### src/rtl/spim_pkg.sv
// Shared constants and helpers for the SPI master shift engine.
// Assumes a 17-bit control word whose field positions are fixed below.
package spim_pkg;
    localparam int SS_W     = 4;
    localparam int DIV_W    = 3;
    localparam int CTRL_W   = 17;

    // Control word bit positions, decoded by the engine
    localparam int B_MEN    = 0;
    localparam int B_CPOL   = 1;
    localparam int B_CPHA   = 2;
    localparam int B_DIV_LO = 3;
    localparam int B_DEC    = 9;
    localparam int B_SEL_LO = 10;
    localparam int B_MSEL   = 14;
    localparam int B_MGO_EN = 15;
    localparam int B_MGO    = 16;

    typedef struct packed {
        logic             cpol;
        logic             cpha;
        logic [DIV_W-1:0] div;
    } clk_cfg_t;

    // Keep only the lowest cleared bit of an active-low select field.
    function automatic logic [SS_W-1:0] lowest_clear(input logic [SS_W-1:0] f);
        logic [SS_W-1:0] r;
        r = '1;
        for (int i = SS_W - 1; i >= 0; i--) begin
            if (!f[i]) r = ~(SS_W'(1) << i);
        end
        return r;
    endfunction
endpackage

### src/rtl/spim_baud.sv
// Half-period tick generator for the serial clock.
// A tick fires every 2^N cycles while run is high; N = div code, 0 treated as 1.
// Assumes div is held constant while run is high.
module spim_baud #(
    parameter int DIV_W = 3
) (
    input  logic             clk,
    input  logic             rst_n,
    input  logic             run,
    input  logic [DIV_W-1:0] div,
    output logic             tick
);
    localparam int CNT_W = (1 << DIV_W) - 1;

    logic [DIV_W-1:0] n_eff;
    logic [CNT_W-1:0] lim;
    logic [CNT_W-1:0] cnt_q;

    // Clamp the code to the divide-by-4 minimum and derive the terminal count.
    always_comb begin
        n_eff = (div == '0) ? DIV_W'(1) : div;
        lim   = CNT_W'((32'd1 << n_eff) - 32'd1);
    end

    assign tick = run && (cnt_q == lim);

    // Count cycles within a half period; hold at zero when not running.
    always_ff @(posedge clk) begin
        if (!rst_n || !run) cnt_q <= '0;
        else if (tick)      cnt_q <= '0;
        else                cnt_q <= cnt_q + 1'b1;
    end

    a_r3_cnt_bound: assert property (@(posedge clk) disable iff (!rst_n)
        run |-> (cnt_q <= lim))
        else $error("R3: half-period counter past its limit");
endmodule

### src/rtl/spim_shift.sv
// Word shifter: counts 2*WORD_W serial clock edges per word, drives mosi MSB
// first, samples miso on the phase-selected edge and delivers the word.
// Assumes load and abort are never high together.
module spim_shift #(
    parameter int WORD_W = 8
) (
    input  logic              clk,
    input  logic              rst_n,
    input  logic              load,
    input  logic              abort,
    input  logic              tick,
    input  logic [WORD_W-1:0] tx_word,
    input  logic              cpol,
    input  logic              cpha,
    input  logic              miso,
    output logic              mosi,
    output logic              sclk,
    output logic              last,
    output logic [WORD_W-1:0] rx_word,
    output logic              rx_valid
);
    localparam int EDGES = 2 * WORD_W;
    localparam int EW    = $clog2(EDGES);

    logic [EW-1:0]     edge_q;
    logic              tog_q;
    logic [WORD_W-1:0] tx_sh_q;
    logic [WORD_W-1:0] rx_sh_q;
    logic              smp;
    logic              shf;

    assign smp  = tick && (edge_q[0] == cpha);
    assign shf  = tick && (edge_q[0] != cpha) && !(cpha && edge_q == '0);
    assign last = tick && (edge_q == EW'(EDGES - 1));
    assign mosi = tx_sh_q[WORD_W-1];
    assign sclk = cpol ^ tog_q;

    // Edge counter, clock toggle and transmit shift register.
    always_ff @(posedge clk) begin
        if (!rst_n) begin
            edge_q  <= '0;
            tog_q   <= 1'b0;
            tx_sh_q <= '0;
        end else if (load) begin
            edge_q  <= '0;
            tog_q   <= 1'b0;
            tx_sh_q <= tx_word;
        end else if (abort) begin
            edge_q  <= '0;
            tog_q   <= 1'b0;
        end else if (tick) begin
            edge_q <= last ? '0 : edge_q + 1'b1;
            tog_q  <= ~tog_q;
            if (shf) tx_sh_q <= {tx_sh_q[WORD_W-2:0], 1'b0};
        end
    end

    // Receive shift register, sampled on the phase-selected edge.
    always_ff @(posedge clk) begin
        if (!rst_n)   rx_sh_q <= '0;
        else if (smp) rx_sh_q <= {rx_sh_q[WORD_W-2:0], miso};
    end

    // Deliver the finished word one cycle after the final edge.
    always_ff @(posedge clk) begin
        if (!rst_n) begin
            rx_word  <= '0;
            rx_valid <= 1'b0;
        end else begin
            rx_valid <= last && !abort;
            if (last) rx_word <= smp ? {rx_sh_q[WORD_W-2:0], miso} : rx_sh_q;
        end
    end

    a_r2_sclk_rests: assert property (@(posedge clk) disable iff (!rst_n)
        last |=> (sclk == cpol))
        else $error("R2: sclk not idle after final edge");
endmodule

### src/rtl/spim_ssel.sv
// Registered slave-select driver: one-hot with lowest-index priority, or the
// raw field for an external decoder; manual or transfer-framed assertion.
module spim_ssel #(
    parameter int SS_W = 4
) (
    input  logic            clk,
    input  logic            rst_n,
    input  logic [SS_W-1:0] field,
    input  logic            decoded,
    input  logic            manual,
    input  logic            active,
    input  logic            busy,
    output logic [SS_W-1:0] ss_n
);
    import spim_pkg::*;

    // Select the drive pattern for the next cycle.
    always_ff @(posedge clk) begin
        if (!rst_n)                      ss_n <= '1;
        else if (!active)                ss_n <= '1;
        else if (!(manual || busy))      ss_n <= '1;
        else if (decoded)                ss_n <= field;
        else                             ss_n <= lowest_clear(field);
    end

    a_r5_single_low: assert property (@(posedge clk) disable iff (!rst_n)
        $past(!decoded) |-> ($countones(~ss_n) <= 1))
        else $error("R5: more than one select low in one-hot mode");

    a_r7_idle_high: assert property (@(posedge clk) disable iff (!rst_n)
        $past(!active) |-> (ss_n == '1))
        else $error("R7: select asserted while engine inactive");
endmodule

### src/rtl/spi_shift_master.sv
// SPI master shift engine top: enable gating, clock-setting capture, start
// logic (automatic or triggered drain), mode-fault handling.
// Assumes a first-word-fall-through transmit queue (tx_byte valid when
// tx_empty is low) and a synchronous fault_n.
module spi_shift_master #(
    parameter int WORD_W = 8
) (
    input  logic                        clk,
    input  logic                        rst_n,
    input  logic [spim_pkg::CTRL_W-1:0] ctrl_word,
    input  logic                        eng_en,
    input  logic                        tx_empty,
    input  logic [WORD_W-1:0]           tx_byte,
    output logic                        tx_pop,
    output logic [WORD_W-1:0]           rx_byte,
    output logic                        rx_push,
    input  logic                        fault_n,
    output logic                        fault_evt,
    output logic                        sclk,
    output logic                        mosi,
    input  logic                        miso,
    output logic [spim_pkg::SS_W-1:0]   ss_n
);
    import spim_pkg::*;

    logic     en_q, run_q, busy_q, drain_q, trig_q;
    clk_cfg_t cfg_q;
    logic     en_rise, active, fault_hit, manual_go, trig, go, start, abort;
    logic     tick, last;
    logic     unused_bits;

    assign unused_bits = ^ctrl_word[8:6];
    assign en_rise   = eng_en && !en_q;
    assign active    = run_q && ctrl_word[B_MEN];
    assign fault_hit = active && !fault_n;
    assign manual_go = ctrl_word[B_MGO_EN];
    assign trig      = ctrl_word[B_MGO] && !trig_q;
    assign go        = active && (manual_go ? drain_q : 1'b1);
    assign start     = go && !tx_empty && (!busy_q || last) && !fault_hit;
    assign abort     = busy_q && (fault_hit || !active);
    assign tx_pop    = start;

    // Edge detectors for the enable input and the start trigger.
    always_ff @(posedge clk) begin
        if (!rst_n) begin
            en_q   <= 1'b0;
            trig_q <= 1'b0;
        end else begin
            en_q   <= eng_en;
            trig_q <= ctrl_word[B_MGO];
        end
    end

    // Capture clock settings only when the enable rises.
    always_ff @(posedge clk) begin
        if (!rst_n)       cfg_q <= '{cpol: 1'b0, cpha: 1'b0, div: DIV_W'(1)};
        else if (en_rise) cfg_q <= '{cpol: ctrl_word[B_CPOL], cpha: ctrl_word[B_CPHA],
                                     div:  ctrl_word[B_DIV_LO +: DIV_W]};
    end

    // Internal run flag: set by the enable edge, cleared by disable or fault.
    always_ff @(posedge clk) begin
        if (!rst_n)          run_q <= 1'b0;
        else if (fault_hit)  run_q <= 1'b0;
        else if (!eng_en)    run_q <= 1'b0;
        else if (en_rise)    run_q <= 1'b1;
    end

    // Transfer-in-progress flag.
    always_ff @(posedge clk) begin
        if (!rst_n)      busy_q <= 1'b0;
        else if (abort)  busy_q <= 1'b0;
        else if (start)  busy_q <= 1'b1;
        else if (last)   busy_q <= 1'b0;
    end

    // Triggered drain: armed by a trigger edge, dropped once the queue is dry.
    always_ff @(posedge clk) begin
        if (!rst_n || !active)                    drain_q <= 1'b0;
        else if (manual_go && trig)               drain_q <= 1'b1;
        else if (tx_empty && (!busy_q || last))   drain_q <= 1'b0;
    end

    // One-cycle mode-fault event.
    always_ff @(posedge clk) begin
        if (!rst_n) fault_evt <= 1'b0;
        else        fault_evt <= fault_hit;
    end

    spim_baud #(.DIV_W(DIV_W)) u_baud (
        .clk   (clk),
        .rst_n (rst_n),
        .run   (busy_q),
        .div   (cfg_q.div),
        .tick  (tick)
    );

    spim_shift #(.WORD_W(WORD_W)) u_shift (
        .clk      (clk),
        .rst_n    (rst_n),
        .load     (start),
        .abort    (abort),
        .tick     (tick),
        .tx_word  (tx_byte),
        .cpol     (cfg_q.cpol),
        .cpha     (cfg_q.cpha),
        .miso     (miso),
        .mosi     (mosi),
        .sclk     (sclk),
        .last     (last),
        .rx_word  (rx_byte),
        .rx_valid (rx_push)
    );

    spim_ssel #(.SS_W(SS_W)) u_ssel (
        .clk     (clk),
        .rst_n   (rst_n),
        .field   (ctrl_word[B_SEL_LO +: SS_W]),
        .decoded (ctrl_word[B_DEC]),
        .manual  (ctrl_word[B_MSEL]),
        .active  (active),
        .busy    (busy_q),
        .ss_n    (ss_n)
    );

    a_r4_cfg_hold: assert property (@(posedge clk) disable iff (!rst_n)
        !en_rise |=> $stable(cfg_q))
        else $error("R4: clock settings changed without an enable edge");

    a_r9_wait_trigger: assert property (@(posedge clk) disable iff (!rst_n)
        (manual_go && !drain_q && !busy_q) |-> !tx_pop)
        else $error("R9: word started without a trigger");

    a_r10_pop_needs_data: assert property (@(posedge clk) disable iff (!rst_n)
        tx_pop |-> (!tx_empty && active))
        else $error("R10: pop from empty queue or inactive engine");

    a_r11_evt_single: assert property (@(posedge clk) disable iff (!rst_n)
        fault_evt |=> !fault_evt)
        else $error("R11: fault event longer than one cycle");

    a_r11_evt_stops: assert property (@(posedge clk) disable iff (!rst_n)
        fault_evt |-> !busy_q)
        else $error("R11: transfer still running after fault");
endmodule

### config.mk
export PLATFORM = sky130hd
export DESIGN_NAME = spi_shift_master
export DESIGN_NICKNAME = d
export VERILOG_FILES = /design/src/rtl/spim_pkg.sv /design/src/rtl/spim_baud.sv /design/src/rtl/spim_shift.sv /design/src/rtl/spim_ssel.sv /design/src/rtl/spi_shift_master.sv
export SDC_FILE = /design/constraint.sdc
export NUM_CORES = 1
export LEC_CHECK = 0
export BUFFER_PORTS_ARGS = -buffer_cell sky130_fd_sc_hd__buf_2
export CAP_MARGIN = 20
export CORE_MARGIN = 2
export CORE_UTILIZATION = 54
export CTS_CLUSTER_DIAMETER = 50
export CTS_CLUSTER_SIZE = 28
export DETAILED_ROUTE_END_ITERATION = 10
export PLACE_DENSITY_LB_ADDON = 0.3
export SLEW_MARGIN = 15
export SYNTH_ARGS = -nofsm -noshare
export SYNTH_HDL_FRONTEND = slang
export SYNTH_SLANG_ARGS = --single-unit
### constraint.sdc
create_clock -name clk -period 3.3 [get_ports clk]
set_clock_uncertainty 0.15 [all_clocks]
set_input_delay 0 -clock clk [delete_from_list [all_inputs] [get_ports clk]]
set_output_delay 0 -clock clk [all_outputs]
set_load 0.05 [all_outputs]
==> key figures, run 1 <==
Run status
  • Status: complete, no violations

Timing
  • Final setup viols: 0
  • Post-route minimum period: 3100 ps
  • Fin. Hold Viols: 0
  • Fmax: approximately 0.32 GHz
  • Max Slew Vio Count: 0
  • Tcrit/Tclk final: 94.1%
  • Worst-Margin Slew: slightly above 700 ps
  • Setup TNS: 0 ps
  • RSZ-0062 raised after global routing: false
  • Slew HR: 51.7%

Power and ir drop
  • PwrDens: 363 mW/mm²
  • Max IR drop VDD: 0.309 mV
  • Pwr Total: 1.12 mW
  • Leak: 1.36 nW

Routing
  • Top layer used by detailed routing: met4
  • Drt wl/cell: ~13 µm
  • Routed vias/inst: 5.16
  • Met1 wire length: 2.32 mm
  • Met3 wire len: 179 µm
  • DRC: 0
  • Antenna-violating nets left: 0
  • Iteration-0 DRC count of the detailed router: 79
  • Via count: 1961
  • Routed WL: 5.10 mm
  • TritonRoute pass-1 iters: 4
  • Met2 WL post-DR: 2.53 mm

Min path
  • Worst Hold Class: input pin to flip-flop

Synthesis
  • Yosys cell types: 42
  • Seq/Total Area, Yosys: 44.7%
  • Top cells by area, synth: dfxtp_1 45%, mux2i_1 12%, nor2_1 6.1%
  • Top_reg_cell synth: dfxtp_1
  • Seq cells post-synth: 52
  • Synthesized area: 0.00233 mm²
  • Most area-hungry cell type in the Yosys netlist: dfxtp_1
  • Synthesized net count: 277
  • Post-synth ARST share: 0%
  • Mean Syn Cell Area: 9.62 µm²
  • Area share of the largest cell type after synthesis: 44.7%
  • Warnings, synthesis: 0
  • Cells after synthesis: 242
  • Post-synth EDFFs: 0

Clock tree
  • Clock sink count: 52
  • Clk Latency, worst-skew pair: 310 ps
  • H-tree levels: 2
  • Max Buffers Root-to-Sink: 2
  • CTS tree: done
  • Clock Pin Slew Worst Setup and Hold Paths: 100 ps
  • Clk root buf: clkbuf_8
  • CTS Buf Count: 5

Setup path
  • Crit path cell chain: or2_2, ha_1, xor2_1, xnor2_1, and3_2, a31oi_4, o21ai_0, dlygate4sd3_1, a21oi_2
  • CP bufs+invs: 1
  • Worst endpoint required time: 3390 ps
  • Flop-to-flop setup slack: 200 ps
  • Worst EP arrival: 3190 ps
  • Crit end category: flip-flop
  • Crit Path Class: flip-flop to flip-flop
  • CP Launch Type: flip-flop
  • Crit path largest cell delay: 610 ps
  • Family with the most delay on the worst path: compound AO/OA/AOI/OAI gates
  • CP max-delay cell: dlygate4sd3_1
  • Crit-path max FO: 18

Place
  • Global placer's final weighted congestion: between 0.8 and 0.9
  • Hpwl dp: 3.17 mm
  • Port Buffers: 44
  • Placed Area: 0.00256 mm²

Global routing
  • GRT overflow: 0
  • Initial antenna violation count: 0
  • First-pass GRT wire length: 8.49 mm
  • Gr usage total: 21.7%
  • Largest net degree at the start of global routing: 24
  • Vias in the first global route: 1954

Final layout
  • # nets final: 364
  • Final design utilization: 75.5%
  • Antenna diodes: 0
  • Design Area, Final: 0.00309 mm²
  • Layout cell share with drive strength beyond 1: 22.4%
  • Area Growth Syn to Fin: 32.6%
  • Fill cells: 293

Die
  • Die area: 0.00485 mm²
  • I/O pin total: 48
  • Core ar.: 0.00409 mm²
  • Starting Density: 57.0%
  • Rows: 23
  • Die width: 69.7 µm
  • Die H: 69.7 µm

Run
  • Max_cap viols: 0
final timing paths:
path,from,endpoint,cells past startpoint
min,ctrl_word[14],u_ssel.ss_n[0],3
max reg2reg,cfg_q[2],u_shift.tx_sh_q[4],9
min reg2reg,u_baud.cnt_q[0],u_baud.cnt_q[0],1
max,cfg_q[2],u_shift.tx_sh_q[4],9
state kept, by name, summed over array words and instances, names as in the netlist:
signal	cells
busy_q	1
cfg_q	5
drain_q	1
en_q	1
fault_evt	1
run_q	1
trig_q	1
u_baud.cnt_q	7
u_shift.edge_q	4
u_shift.rx_sh_q	8
u_shift.rx_valid	1
u_shift.rx_word	8
u_shift.tog_q	1
u_shift.tx_sh_q	8
u_ssel.ss_n	4
cell usage after synthesis (2+ instances only):
master / number
nor3_1: 2
o21ai_0: 9
o21ai_1: 3
nor2b_1: 3
and3_1: 2
and2_1: 3
or3_1: 3
buf_6: 2
nor2_1: 38
mux2i_1: 29
xor2_1: 6
a211oi_1: 8
nand2_1: 11
nand3_1: 10
clkbuf_1: 4
ha_1: 4
xnor2_1: 6
a21oi_1: 6
inv_1: 9
nand3_2: 2
dfxtp_1: 52
or2_2: 3
nand3b_1: 2
nor3_4: 2
a21oi_2: 6
worst min-delay path: cells and delay by family:
kind / cells / cell delay, ps
AOI/OAI and AO/OA: 1 / 270
and+or+nand+nor: 1 / 130
buffers and inverters: 1 / 100
cell usage in the layout (no fill, tap or decap), drive strengths merged:
cell type,Yosys,routed
nor2,38,38
nor3,4,4
a31oi,2,2
ha,4,4
o21ai,12,12
nand2b,1,1
or2,3,3
nor3b,1,1
buf,3,45
a21oi,12,12
o311a,1,1
a211o,1,1
clkbuf,4,5
dfxtp,52,52
clkinv,0,2
xor2,6,6
and4b,1,1
o211a,1,1
nand2,11,11
nand4,1,1
nand3,12,12
inv,9,10
and3,4,4
nor4,1,1
nor2b,3,3
xnor2,7,7
conb,1,1
or3,3,3
and2,3,3
nand3b,2,2
o221a,1,1
a211oi,9,9
dlygate4sd3,0,42
mux2i,29,29
area by class of cell:
type / count / area (µm²) / share of cell area (%)
Multi-Input combinational cell: 174 / 1210 / 39.2
Sequential cell: 52 / 1040 / 33.7
Timing Repair Buffer: 87 / 648 / 21.0
Clock buffer: 5 / 68.8 / 2.23
Tap cell: 50 / 62.6 / 2.03
Inverter: 9 / 33.8 / 1.09
Clock inverter: 3 / 22.5 / 0.730
where the power goes:
part	total [mW]	internal [mW]	leakage (nW)	switching (mW)
combinational	0.113	0.0623	0.888	0.0508
sequential	0.642	0.634	0.421	0.00704
clock	0.365	0.152	0.0485	0.213
total	1.12	0.849	1.36	0.271
kinds of logic after synthesis:
group	synth area share [%]
XOR/XNOR	5.22
AND/OR/NAND/NOR	19.7
AO/OA/AOI/OAI	12.2
other	0.161
buffers and inverters	3.39
multiplexers	12.5
adder cells (fa/ha/maj)	2.15
flip-flops	44.7
timing repair:
action,CTS,global route
setup endpoints to repair,0,6
buffers inserted,0,1
resized for setup,0,1
hold buffers,42,0
hold endpoints to repair,26,0
per-layer routing:
| metal | global-route usage (%) | vias to the layer above |
|---|---|---|
| met5 | 0 | - |
| met4 | 7.26 | 0 |
| met3 | 4.80 | 6 |
| met2 | 40.1 | 37 |
| met1 | 24.7 | 898 |
| li1 | - | 1020 |
through the flow:
step / cells / hold slack (ps) / setup WS (ps)
5_1_grt: 380 / 119 / 10.8
2_1_floorplan: 242 / -70.7 / 962
3_3_place_gp: 329 / 39.1 / 650
3_5_place_dp: 329 / 37.8 / 600
4_1_cts: 379 / 73.7 / 152
6_report: 380 / 54.7 / 195
Power figures use the tool's default switching activity.
==> run 2: changes to the inputs <==
Settings changed: PLACE_DENSITY from default to 0.79, PLACE_DENSITY_LB_ADDON 0.3 to default.
==> run 2 against run 1 <==
  * Register-to-register slack gained 40 ps
  * Count of clock-buffer cells in the layout grew 2
  * Utilization is 0.18 points lower
  * Final cell count shrank 0.26%
  * Global-route usage is 1.0 points higher
  * Total power grew 1.0%
  * Combinational power is essentially flat
  * Sequential power barely moved
  * Flip-flop and latch count is the same
  * Maximum frequency grew 1.4%
  * Critical endpoint is now u_shift.tx_sh_q[5]
  * Largest cell class unchanged
==> key figures, run 2 (synthesized netlist as in run 1, its figures left out) <==
Run status
  • Status: complete, no violations

Power and ir drop
  • Pwr Total: about 1.1 mW
  • PwrDens: 368 mW/mm²
  • Max IR drop VDD: 0.196 mV
  • Leak: 1.35 nW

Final layout
  • Antenna diodes: 0
  • Top flop regs: u_shift.rx_sh_q x8, u_shift.rx_word x8, u_shift.tx_sh_q x8
  • Most frequent cells in the layout: 52 x dfxtp_1, 44 x buf_2, 41 x dlygate4sd3_1
  • Most common cell after layout, fill and taps aside: dfxtp_1
  • Area Growth Syn to Fin: 32.3%
  • # nets final: around 360
  • Layout cell share with drive strength beyond 1: about 22%

Routing
  • Via count: 2018
  • Iteration-0 DRC count of the detailed router: 97
  • Antenna-violating nets left: 0
  • Drt wl/cell: ~14 µm
  • Routed WL: 5.22 mm
  • Routed vias/inst: 5.32
  • TritonRoute pass-1 iters: 4
  • DRC: 0

Timing
  • RSZ-0062 raised after global routing: false
  • Final worst slack: 238 ps
  • Final setup viols: 0
  • Max Slew Vio Count: 0
  • Fin. Hold Viols: 0
  • Tcrit/Tclk final: 92.8%
  • Post-route minimum period: 3060 ps
  • Setup TNS: 0 ps
  • Slew HR: 53.4%
  • Worst-Margin Slew: 699 ps
  • Fmax: around 0.33 GHz

Clock tree
  • Max Buffers Root-to-Sink: 2
  • Clock sink count: 52
  • H-tree levels: 2
  • Clk root buf: clkbuf_8
  • Clk Latency, worst-skew pair: approximately 310 ps
  • Clock Pin Slew Worst Setup and Hold Paths: 90 ps
  • CTS tree: done
  • CTS Buf Count: 5

Setup path
  • CP Launch Type: flip-flop
  • Worst EP arrival: 3160 ps
  • Crit-path max FO: 18
  • Worst endpoint required time: 3400 ps
  • Crit Path Class: flip-flop to flip-flop
  • Crit end category: flip-flop

Global routing
  • Largest net degree at the start of global routing: 24
  • Gr usage total: between 20% and 30%
  • First-pass GRT wire length: 8.98 mm
  • Initial antenna violation count: 0
  • GRT overflow: 0
  • Vias in the first global route: 1985

Die
  • Die H: 69.7 µm
  • Die area: 0.00485 mm²
  • I/O pin total: 48
  • Die width: about 70 µm
  • Starting Density: approximately 57%
  • Rows: 23
  • Core ar.: 0.00409 mm²

Place
  • Place WS: 628 ps
  • Global placer's final weighted congestion: 0.800
  • Hpwl dp: 3.13 mm
  • Port Buffers: 44

Run
  • Max_cap viols: 0

Min path
  • Worst Hold Class: input pin to flip-flop
## run 2: cell count changes in the layout (fill, tap and decap cells not counted)
| cell | previous run | this run |
|---|---|---|
| clkbuf_1 | 0 | 1 |
| clkbuf_8 | 5 | 6 |
| clkinv_2 | 1 | 0 |
| clkinv_4 | 1 | 0 |
| clkinvlp_4 | 0 | 1 |
| dlygate4sd3_1 | 42 | 41 |
| inv_6 | 1 | 0 |
## run 2: per-stage QoR
stage	std cells	area, µm²	hold WS (ps)	util (%)
after floorplan	242	2330	-70.7	-
after global placement	329	2560	38.0	62.8
after detailed placement	329	2560	45.3	62.8
after CTS	378	3070	74.6	75.1
after global routing	379	3080	95.9	75.3
final	379	3080	106	75.3
## run 2: where the power goes
part / switching [mW] / internal [mW]
sequential: 0.00778 / 0.634
combinational: 0.0507 / 0.0615
clock: 0.206 / 0.171
total: 0.265 / 0.867
## run 2: area by class of cell
type | instances | area, µm²
tap | 50 | 62.6
sequential | 52 | 1040
timing repair buffer | 86 | 638
clock inverter | 1 | 7.51
multi-input combinational | 174 | 1210
clock buffer | 7 | 86.3
inverter | 9 | 33.8
fill | 310 | 1010
## run 2: critical path: stages, from the launching register on
cell           delay, ps
dfxtp_1              390
or2_2                320
ha_1                 190
xor2_1               170
xnor2_1              160
and3_2               270
a31oi_4              500
o21ai_0              160
dlygate4sd3_1        590
a21oi_2              110
## run 2: final timing paths
check | from | endpoint | slack [ps] | cells after the start
max | cfg_q[2] | u_shift.tx_sh_q[5] | 240 | 9
min | ctrl_word[14] | u_ssel.ss_n[0] | 110 | 3
max reg2reg | cfg_q[2] | u_shift.tx_sh_q[5] | 240 | 9
min reg2reg | u_baud.cnt_q[0] | u_baud.cnt_q[0] | 330 | 1
## run 2: timing repair
item / 4_1_cts / 5_1_grt
hold buffers: 41 / 0
setup endpoints to repair: 0 / 3
setup buffers: 0 / 1
resized for setup: 0 / 1
endpoints found under the hold margin: 26 / 0
## run 2: per-layer routing
layer / up-vias / part of all wire (%) / GRT usage [%]
li1: 1015 / - / -
met1: 942 / 45 / 28.2
met2: 51 / 49 / 39.3
met3: 10 / 4.3 / 4.94
met4: 0 / 1.4 / 7.26
met5: - / 0 / 0
